--- src/rtl/walsh_arith_pkg.sv ---
package walsh_arith_pkg;
  typedef enum logic [1:0] {
    OP_SUM  = 2'b00,
    OP_DIFF = 2'b01,
    OP_CONV = 2'b10,
    OP_NONE = 2'b11
  } wa_op_e;
endpackage

--- src/rtl/wa_lanewise.sv ---
module wa_lanewise #(
  parameter int N  = 4,
  parameter int CW = 8,
  parameter int RW = 18
) (
  input  logic [N*CW-1:0] a_i,
  input  logic [N*CW-1:0] b_i,
  input  logic            sub_i,
  output logic [N*RW-1:0] res_o
);
  function automatic logic [RW-1:0] lane_op(input logic [CW-1:0] x,
                                            input logic [CW-1:0] y,
                                            input logic sub);
    logic [RW-1:0] xe;
    logic [RW-1:0] ye;
    xe = {{(RW-CW){x[CW-1]}}, x};
    ye = {{(RW-CW){y[CW-1]}}, y};
    return sub ? (xe - ye) : (xe + ye);
  endfunction

  for (genvar g = 0; g < N; g++) begin : g_lane
    assign res_o[g*RW +: RW] = lane_op(a_i[g*CW +: CW], b_i[g*CW +: CW], sub_i);
  end
endmodule

--- src/rtl/wa_dyadic_seq.sv ---
module wa_dyadic_seq #(
  parameter int N = 4,
  localparam int IW = $clog2(N)
) (
  input  logic          clk,
  input  logic          rst_n,
  input  logic          go_i,
  output logic          busy_o,
  output logic [IW-1:0] idx_n_o,
  output logic [IW-1:0] idx_m_o,
  output logic [IW-1:0] idx_b_o,
  output logic          first_o,
  output logic          row_end_o,
  output logic          last_o
);
  localparam logic [IW-1:0] IDX_MAX = IW'(N-1);

  logic          run_q;
  logic [IW-1:0] n_q;
  logic [IW-1:0] m_q;

  always_ff @(posedge clk) begin
    if (!rst_n) begin
      run_q <= 1'b0;
      n_q   <= '0;
      m_q   <= '0;
    end else if (!run_q) begin
      n_q <= '0;
      m_q <= '0;
      if (go_i) run_q <= 1'b1;
    end else begin
      m_q <= m_q + 1'b1;
      if (m_q == IDX_MAX) n_q <= n_q + 1'b1;
      if (last_o) run_q <= 1'b0;
    end
  end

  assign busy_o    = run_q;
  assign idx_n_o   = n_q;
  assign idx_m_o   = m_q;
  assign idx_b_o   = n_q ^ m_q;
  assign first_o   = (m_q == '0);
  assign row_end_o = run_q && (m_q == IDX_MAX);
  assign last_o    = row_end_o && (n_q == IDX_MAX);
endmodule

--- src/rtl/wa_mac.sv ---
module wa_mac #(
  parameter int N  = 4,
  parameter int CW = 8,
  parameter int RW = 18,
  localparam int IW = $clog2(N)
) (
  input  logic            clk,
  input  logic            rst_n,
  input  logic            step_i,
  input  logic            first_i,
  input  logic [N*CW-1:0] opa_i,
  input  logic [N*CW-1:0] opb_i,
  input  logic [IW-1:0]   idx_a_i,
  input  logic [IW-1:0]   idx_b_i,
  output logic [RW-1:0]   acc_next_o
);
  logic signed [CW-1:0] a_arr [N];
  logic signed [CW-1:0] b_arr [N];

  for (genvar g = 0; g < N; g++) begin : g_unpack
    assign a_arr[g] = opa_i[g*CW +: CW];
    assign b_arr[g] = opb_i[g*CW +: CW];
  end

  function automatic logic [RW-1:0] widen_prod(input logic signed [CW-1:0] x,
                                               input logic signed [CW-1:0] y);
    logic signed [2*CW-1:0] p;
    p = x * y;
    return {{(RW-2*CW){p[2*CW-1]}}, p};
  endfunction

  logic [RW-1:0] acc_q;
  logic [RW-1:0] term;

  assign term       = widen_prod(a_arr[idx_a_i], b_arr[idx_b_i]);
  assign acc_next_o = (first_i ? '0 : acc_q) + term;

  always_ff @(posedge clk) begin
    if (!rst_n)      acc_q <= '0;
    else if (step_i) acc_q <= acc_next_o;
  end
endmodule

--- src/rtl/walsh_coef_alu.sv ---
module walsh_coef_alu
  import walsh_arith_pkg::*;
#(
  parameter int N  = 4,
  parameter int CW = 8,
  localparam int IW = $clog2(N),
  localparam int RW = 2*CW + IW
) (
  input  logic            clk,
  input  logic            rst_n,
  input  logic            start_i,
  input  logic [1:0]      op_i,
  input  logic [N*CW-1:0] coef_a_i,
  input  logic [N*CW-1:0] coef_b_i,
  output logic            busy_o,
  output logic            done_o,
  output logic [N*RW-1:0] res_o
);
  logic            busy_w;
  logic            go_conv_w;
  logic            go_ew_w;
  logic [IW-1:0]   idx_n_w;
  logic [IW-1:0]   idx_m_w;
  logic [IW-1:0]   idx_b_w;
  logic            first_w;
  logic            row_end_w;
  logic            conv_last_w;
  logic [RW-1:0]   acc_next_w;
  logic [N*RW-1:0] ew_res_w;
  logic [N*CW-1:0] opa_q;
  logic [N*CW-1:0] opb_q;
  logic [RW-1:0]   row_buf_q [N];
  logic [N*RW-1:0] res_q;
  logic            done_q;

  assign go_conv_w = start_i && !busy_w && (op_i == OP_CONV);
  assign go_ew_w   = start_i && !busy_w && ((op_i == OP_SUM) || (op_i == OP_DIFF));

  wa_lanewise #(.N(N), .CW(CW), .RW(RW)) u_lanes (
    .a_i   (coef_a_i),
    .b_i   (coef_b_i),
    .sub_i (op_i == OP_DIFF),
    .res_o (ew_res_w)
  );

  wa_dyadic_seq #(.N(N)) u_seq (
    .clk       (clk),
    .rst_n     (rst_n),
    .go_i      (go_conv_w),
    .busy_o    (busy_w),
    .idx_n_o   (idx_n_w),
    .idx_m_o   (idx_m_w),
    .idx_b_o   (idx_b_w),
    .first_o   (first_w),
    .row_end_o (row_end_w),
    .last_o    (conv_last_w)
  );

  wa_mac #(.N(N), .CW(CW), .RW(RW)) u_mac (
    .clk        (clk),
    .rst_n      (rst_n),
    .step_i     (busy_w),
    .first_i    (first_w),
    .opa_i      (opa_q),
    .opb_i      (opb_q),
    .idx_a_i    (idx_m_w),
    .idx_b_i    (idx_b_w),
    .acc_next_o (acc_next_w)
  );

  always_ff @(posedge clk) begin
    if (!rst_n) begin
      opa_q <= '0;
      opb_q <= '0;
    end else if (go_conv_w) begin
      opa_q <= coef_a_i;
      opb_q <= coef_b_i;
    end
  end

  for (genvar g = 0; g < N; g++) begin : g_row
    always_ff @(posedge clk) begin
      if (!rst_n)
        row_buf_q[g] <= '0;
      else if (row_end_w && (idx_n_w == IW'(g)))
        row_buf_q[g] <= acc_next_w;
    end
  end

  always_ff @(posedge clk) begin
    if (!rst_n) begin
      res_q  <= '0;
      done_q <= 1'b0;
    end else begin
      done_q <= go_ew_w || conv_last_w;
      if (go_ew_w) begin
        res_q <= ew_res_w;
      end else if (conv_last_w) begin
        for (int i = 0; i < N-1; i++) res_q[i*RW +: RW] <= row_buf_q[i];
        res_q[(N-1)*RW +: RW] <= acc_next_w;
      end
    end
  end

  assign busy_o = busy_w;
  assign done_o = done_q;
  assign res_o  = res_q;
endmodule

--- config.mk ---
export PLATFORM = sky130hd
export DESIGN_NAME = walsh_coef_alu
export DESIGN_NICKNAME = d
export VERILOG_FILES = /design/src/rtl/walsh_arith_pkg.sv /design/src/rtl/wa_lanewise.sv /design/src/rtl/wa_dyadic_seq.sv /design/src/rtl/wa_mac.sv /design/src/rtl/walsh_coef_alu.sv
export SDC_FILE = /design/constraint.sdc
export NUM_CORES = 1
export LEC_CHECK = 0
export ABC_AREA = 1
export BUFFER_PORTS_ARGS = -buffer_cell sky130_fd_sc_hd__buf_2
export CAP_MARGIN = 20
export CORE_MARGIN = 4
export CORE_UTILIZATION = 50
export DETAILED_ROUTE_END_ITERATION = 8
export GPL_TIMING_DRIVEN = 1
export PLACE_DENSITY = 0.67
export SLEW_MARGIN = 20
export SYNTH_ARGS = -nofsm -noshare
export SYNTH_HDL_FRONTEND = slang
export SYNTH_SLANG_ARGS = --single-unit
--- constraint.sdc ---
create_clock -name clk -period 8.8 [get_ports clk]
set_clock_uncertainty 0.2 [all_clocks]
set_input_delay 0.88 -clock clk [delete_from_list [all_inputs] [get_ports clk]]
set_output_delay 0.88 -clock clk [all_outputs]
set_load 0.02 [all_outputs]
==> reports/metrics.yaml, run 1 <==
drtAntennaViolNets: 0
synth_edf_count: 54
whs_ns: 0.252
grt_max_degree: 86
cp.required_ns: 8.84
setup_ws_ns: 0.946
drv_cap: 0
clockRootBuffer: "clkbuf_16"
period_share_pct: 89.2
gp_congestion: 0.915
drive_above_1_share_pct: 14.3
grtUsageTotal_pct: 25.7
post_cts_buffers: 0
setup_violations: 0
outcome: "completed"
area_growth_syn_to_layout_pct: 12.6
syn-cell-area_um2: 14000
port_buffers: 142
finalSetupTns_ns: 0
fin_crit_ns: 7.85
hpwl_um: 30600
crit_type: "flop to flop"
finalPower_mw: 2.61
maxSlewViolCount: 0
hold_viol: 0
initial_core_util_pct: 51.4
clock-sinks: 214
end_kind: "flop"
clock_latency_ns: 0.52
sw_frac_of_total_pct: 31.3
num_antenna_cells: 0
syn_area_per_cell_um2: 7.77
cpMaxStageDelayCell: "dfxtp_1"
crit_top_cell: "nand2_1"
pwr-share-seq_pct: 41.6
final_nets: 2132
ir_worst_vdd_mv: 0.131
synth_seq_cells: 214
yosys_warnings: 0
ys_async_sr_fraction_pct: 0
synth_top_flop_cell: "dfxtp_1"
start_kind: "flop"
clkPwrFrac_pct: 36.2
power_density_nw_per_um2: 165
totalWireLength_um: 39800
cts_tree: "built"
grt-ovfl-total: 0
synth.distinct_cells: 51
rows: 60
dieArea_um2: 30700
crit_family: "adder cells"
cts_buffers: 24
critPathMaxFanout: 17
route.detailed.drc: 0
grt_pass1_vias: 12000
cts_buffer_depth: 3
crit_buf_inv: 7
routedWlPerCell_um: 17.2
die_h_um: 175
ys_top_cells_by_area: "dfxtp_1 23%, edfxtp_1 12%, fa_1 8.6%"
comb_power_share_pct: 22.2
cts_hold_buf: 0
netlist.area_leader.share_pct: 22.9
p_leak_nw: 7.58
pre_cts_slack_ns: 1.03
grt_antenna_before_repair: 1
io_pins: 143
p_switching_mw: 0.816
yosysSeqAreaShare_pct: 34.5
internal-power_mw: 1.79
syn_inst: 1802
post_cts_resize_count: 0
die_w_um: 175
path_clk_slew_ns: 0.06
drt_iter0_drc: 1046
critPathArrivalTime_ns: 7.89
grt_pass1_wl_um: 63200
viasPerCell: 5.30
hold_class: "flop to flop"
max_clock_freq_mhz: 127
max_stage_delay_ns: 0.55
relSlewSlack_pct: 39.3
synth_largest_area_cell: "dfxtp_1"
h-tree-depth: 1
rsz0062_at_grt: "false"
tightest_slew_ns: 0.908
postSynthNetCount: 2018
vias: 12200
core_area_um2: 27300
dr.pass1.iters: 6
metal layers:
metal  routed length [um]  part of all wire, %  GRT usage (%)  vias to the layer above
met2                18600                   47           42.8                      375
met5                    0                    0              0                        -
met4                 1260                  3.2           7.66                        0
li1                     -                    -              -                     6003
met3                 2370                  6.0           2.99                       75
met1                17500                   44           35.5                     5768
synthesized netlist by cell type, types with 3 or more instances:
| library cell | n |
|---|---|
| nand3_2 | 6 |
| o21ai_0 | 212 |
| nand3_1 | 46 |
| a21oi_1 | 118 |
| inv_2 | 10 |
| fa_1 | 60 |
| nand2_1 | 248 |
| clkinv_1 | 3 |
| nand2_2 | 9 |
| buf_2 | 7 |
| nor3_1 | 16 |
| a32oi_1 | 7 |
| a21o_1 | 5 |
| dfxtp_1 | 160 |
| xor2_1 | 39 |
| mux2i_1 | 3 |
| ha_1 | 87 |
| a21oi_2 | 18 |
| clkbuf_1 | 58 |
| nor2_1 | 233 |
| inv_1 | 279 |
| o211ai_1 | 11 |
| or2_2 | 23 |
| o21ai_2 | 4 |
| edfxtp_1 | 54 |
| xor2_2 | 5 |
| o21ai_1 | 8 |
| o21bai_1 | 8 |
| nand3b_1 | 3 |
| o31ai_1 | 4 |
| xnor2_1 | 29 |
worst reg2reg max path: cells and delay by family, from the launching register on:
kind                       cells  cell delay (ns)
AOI/OAI and AO/OA             11             1.67
xor gates and xnor gates       1             0.16
buffers and inverters          7             0.97
adders and majority gates      6             2.77
and+or+nand+nor               12             1.28
DFF                            1             0.55
cell type report:
| type | count | area (um^2) |
|---|---|---|
| inverter | 292 | 1100 |
| tap | 372 | 465 |
| timing repair buffer | 156 | 816 |
| sequential | 214 | 4820 |
| multi-input combinational | 1228 | 7810 |
| clock buffer | 37 | 689 |
| fill | 2554 | 11500 |
| clock inverter | 7 | 51.3 |
through the flow:
step	cell area (um^2)	instances	utilization (%)
after global placement	15000	2262	55.1
after floorplan	14000	1802	-
after global routing	15800	2306	57.8
final	15800	2306	57.8
after detailed placement	15000	2262	55.1
after CTS	15800	2306	57.8
power groups by stage:
| stage | combinational (mW) | sequential (mW) | clock, mW |
|---|---|---|---|
| 3_3_place_gp | 0.570 | 1.10 | 0 |
| 4_1_cts | 0.583 | 1.08 | 0.957 |
| 6_report | 0.580 | 1.08 | 0.944 |
| 3_5_place_dp | 0.579 | 1.10 | 0 |
| 2_1_floorplan | 0.371 | 1.12 | 0 |
| 5_1_grt | 0.648 | 1.09 | 1.01 |
state kept, by name, summed over array words and instances, names as in the netlist:
| register | count |
|---|---|
| u_mac.acc_q | 18 |
| u_seq.busy_o | 1 |
| res_o | 72 |
| row_buf_q | 54 |
| opa_q | 32 |
| opb_q | 32 |
| done_o | 1 |
| u_seq.idx_n_o | 2 |
| u_seq.idx_m_o | 2 |
cell families (layout without fill, tap and decap cells):
group / after synthesis / count (layout) / synth area share [%]
simple gates: 596 / 596 / 18.1
compound gates: 409 / 409 / 16.3
buf+inv: 360 / 492 / 9.77
mux: 3 / 3 / 0.215
flops: 214 / 214 / 34.5
xor+xnor: 73 / 73 / 4.84
fa+ha+maj: 147 / 147 / 16.4
placed cells by master, fill, tap and decap left out, types with 4 or more instances in the layout:
cell       Yosys  layout
a21o_1         5       5
a21oi_1      118     118
a21oi_2       18      18
a32oi_1        7       7
buf_2          7     142
buf_4          0      14
clkbuf_1      58       9
clkbuf_16      0      24
clkbuf_8       0       4
clkinv_1       3       5
dfxtp_1      160     160
edfxtp_1      54      54
fa_1          60      60
ha_1          87      87
inv_1        279     279
inv_2         10      10
nand2_1      248     248
nand2_2        9       9
nand3_1       46      46
nand3_2        6       6
nor2_1       233     232
nor3_1        16      16
o211ai_1      11      11
o21ai_0      212     212
o21ai_1        8       8
o21ai_2        4       4
o21bai_1       8       8
o31ai_1        4       4
or2_2         23      23
xnor2_1       29      29
xor2_1        39      39
xor2_2         5       5
worst paths after layout:
| check | from | end | slack (ns) | cells after the start |
|---|---|---|---|---|
| max | u_seq.idx_m_o[0] | row_buf_q[0][17] | 0.95 | 37 |
| min | res_o[18] | res_o[18] | 0.25 | 2 |
| max reg2reg | u_seq.idx_m_o[0] | row_buf_q[0][17] | 0.95 | 37 |
| min reg2reg | res_o[18] | res_o[18] | 0.25 | 2 |
Power figures use the tool's default switching activity.
==> run 2, diff against run 1 <==
Settings changed: BUFFER_PORTS_ARGS -buffer_cell sky130_fd_sc_hd__buf_2 to -buffer_cell sky130_fd_sc_hd__buf_4, CORE_MARGIN 4 to not set, PLACE_DENSITY 0.67 to 0.76.
==> reports/metrics.yaml, run 2 (synthesis results as in run 1) <==
clock-sinks: 214  # unchanged
grt_pass1_wl_um: 61800  # -2.2%
drive_above_1_share_pct: 14.8  # +0.52 points
gp_congestion: 0.951  # +3.9%
cp.required_ns: 8.84  # about the same
rsz0062_at_grt: "false"
crit_type: "flop to flop"
crit_top_cell: "nand2_1"
grt_antenna_before_repair: 0  # -1
outcome: "completed"
tightest_slew_ns: 0.899  # -0.00889 ns
start_kind: "flop"
clock_latency_ns: 0.52  # about the same
seq_area_um2: 4830  # about the same
dieArea_um2: 28700  # -6.7%
rr_endpoint: "row_buf_q[1][17]"
pwr-share-seq_pct: 41.0  # -0.6 points
final_nets: 2132  # unchanged
rr_worst_depth: 37  # unchanged
finalSetupTns_ns: 0  # unchanged
hpwl_um: 29600  # -3.4%
critPathArrivalTime_ns: 8.01  # +0.12 ns
die_w_um: 169  # -3.4%
holdPathStages: 2  # unchanged
dr.pass1.iters: 6  # unchanged
area_growth_syn_to_layout_pct: 15.4
grt_pass1_vias: 12000  # +0.64%
finalPower_mw: 2.65  # +1.5%
drt_iter0_drc: 1149  # +9.8%
io_pins: 143  # unchanged
setup_violations: 0  # unchanged
route.detailed.drc: 0  # unchanged
relSlewSlack_pct: 39.9  # +0.59 points
grtUsageTotal_pct: 27.4  # +1.7 points
grt-ovfl-total: 0  # unchanged
maxSlewViolCount: 0  # unchanged
ir_worst_vdd_mv: 0.145  # +11%
die_h_um: 169  # -3.4%
totalWireLength_um: 39000  # -2.0%
h-tree-depth: 1  # unchanged
viasPerCell: 5.38  # +1.4%
core_area_um2: 27200  # -0.28%
drtAntennaViolNets: 0  # unchanged
power_density_nw_per_um2: 164  # -0.99%
hold_class: "flop to flop"
sw_frac_of_total_pct: 31.5  # +0.17 points
mostFrequentLayoutCells: "277 x inv_1, 248 x nand2_1, 232 x nor2_1"
hold_end: "res_o[43]"
min_from: "res_o[43]"
end_kind: "flop"
p_switching_mw: 0.832  # +2.0%
hold_viol: 0  # unchanged
cts_buffers: 23  # -4.2%
initial_core_util_pct: 51.5  # +0.14 points
drv_cap: 0  # unchanged
max_clock_freq_mhz: 126  # -1.4%
path_clk_slew_ns: 0.06  # about the same
grt_max_degree: 123  # +43%
nFillCells: 2501  # -2.1%
r2r_setup_slack_ns: 0.84  # -0.11 ns
clockRootBuffer: "clkbuf_16"
clkPwrFrac_pct: 36.2  # about the same
final_common_cell: "inv_1"
comb_power_share_pct: 22.9  # +0.7 points
cpMaxStageDelayCell: "fa_1"
routedWlPerCell_um: 16.9  # -1.9%
cts_buffer_depth: 3  # unchanged
rows: 60  # unchanged
largest_reg_flops: 72  # unchanged
p_leak_nw: 7.65  # +0.97%
period_share_pct: 90.5  # +1.2 points
critPathMaxFanout: 17  # unchanged
cts_tree: "built"
r2r_start: "u_seq.idx_m_o[0]"
fin_crit_ns: 7.96  # +0.109 ns
max_stage_delay_ns: 0.54  # about the same
num_antenna_cells: 0  # unchanged
post_cts_buffers: 0  # unchanged
port_buffers: 142  # unchanged
multiInputGateArea_um2: 7810  # unchanged
vias: 12400  # +1.4%
internal-power_mw: 1.81  # +1.2%
run 2: cell types whose count changed in the layout (fill, tap and decap cells not counted), moves of 2 or more:
| cell | before | now |
|---|---|---|
| clkinvlp_4 | 0 | 3 |
| buf_4 | 14 | 155 |
| buf_2 | 142 | 0 |
| inv_1 | 279 | 277 |
| clkbuf_1 | 9 | 2 |
| clkinv_2 | 2 | 8 |
run 2: timing repair:
item | 4_1_cts | 5_1_grt
endpoints found under the setup margin | 0 | 12
hold buffers | 0 | 0
gates resized for setup | 0 | 3
run 2: through the flow:
stage	util, %	std cells	hold slack [ns]	cell area (um^2)	setup WS, ns
after floorplan	-	1802	0.230	14000	2.07
after global placement	56.5	2261	0.243	15400	0.895
after global routing	59.4	2305	0.272	16100	0.162
after CTS	59.3	2303	0.260	16100	0.622
final	59.4	2305	0.257	16100	0.837
after detailed placement	56.5	2261	0.250	15400	0.661
run 2: metal layers:
layer	part of all wire (%)	wire (um)	track usage, %
met5	0	0	0
met4	3.8	1480	10.9
met3	7.0	2710	3.15
met2	47	18400	46.2
met1	42	16400	35.9
run 2: cell type report:
class / count / share of cell area, %
repair buffers: 156 / 7.38
clock inverters: 14 / 0.736
multi-input cells: 1228 / 48.4
well taps: 372 / 2.88
inverters: 292 / 6.83
repair inverters: 1 / 0.0310
clock buffers: 28 / 3.87
flip-flops and latches: 214 / 29.9
run 2: worst max path at each step:
| stage | start | endpoint | slack [ns] | cells past startpoint |
|---|---|---|---|---|
| 2_1_floorplan | u_seq.idx_n_o[0] | row_buf_q[1][17] | 2.07 | 38 |
| 3_3_place_gp | u_seq.idx_m_o[0] | row_buf_q[1][17] | 0.89 | 37 |
| 3_5_place_dp | u_seq.idx_m_o[0] | row_buf_q[0][35] | 0.66 | 37 |
| 4_1_cts | u_seq.idx_m_o[0] | row_buf_q[0][35] | 0.62 | 37 |
| 5_1_grt | u_seq.idx_m_o[0] | row_buf_q[1][17] | 0.16 | 37 |
| 6_report | u_seq.idx_m_o[0] | row_buf_q[1][17] | 0.84 | 37 |
run 2: power by group through the flow:
stage | clock network, mW | logic (mW) | registers [mW]
floorplan | 0 | 0.371 | 1.12
global placement | 0 | 0.583 | 1.10
detailed placement | 0 | 0.595 | 1.10
CTS | 0.961 | 0.599 | 1.08
global route | 1.00 | 0.667 | 1.09
finish | 0.957 | 0.605 | 1.08
run 2: worst max-delay path: cells and delay by family (launching register included):
kind	cells	cell delay, ns
flip-flops	1	0.49
AND/OR/NAND/NOR	12	1.37
AO/OA/AOI/OAI	11	1.61
XOR/XNOR	1	0.19
buffers and inverters	7	1.04
adder cells (fa/ha/maj)	6	2.79
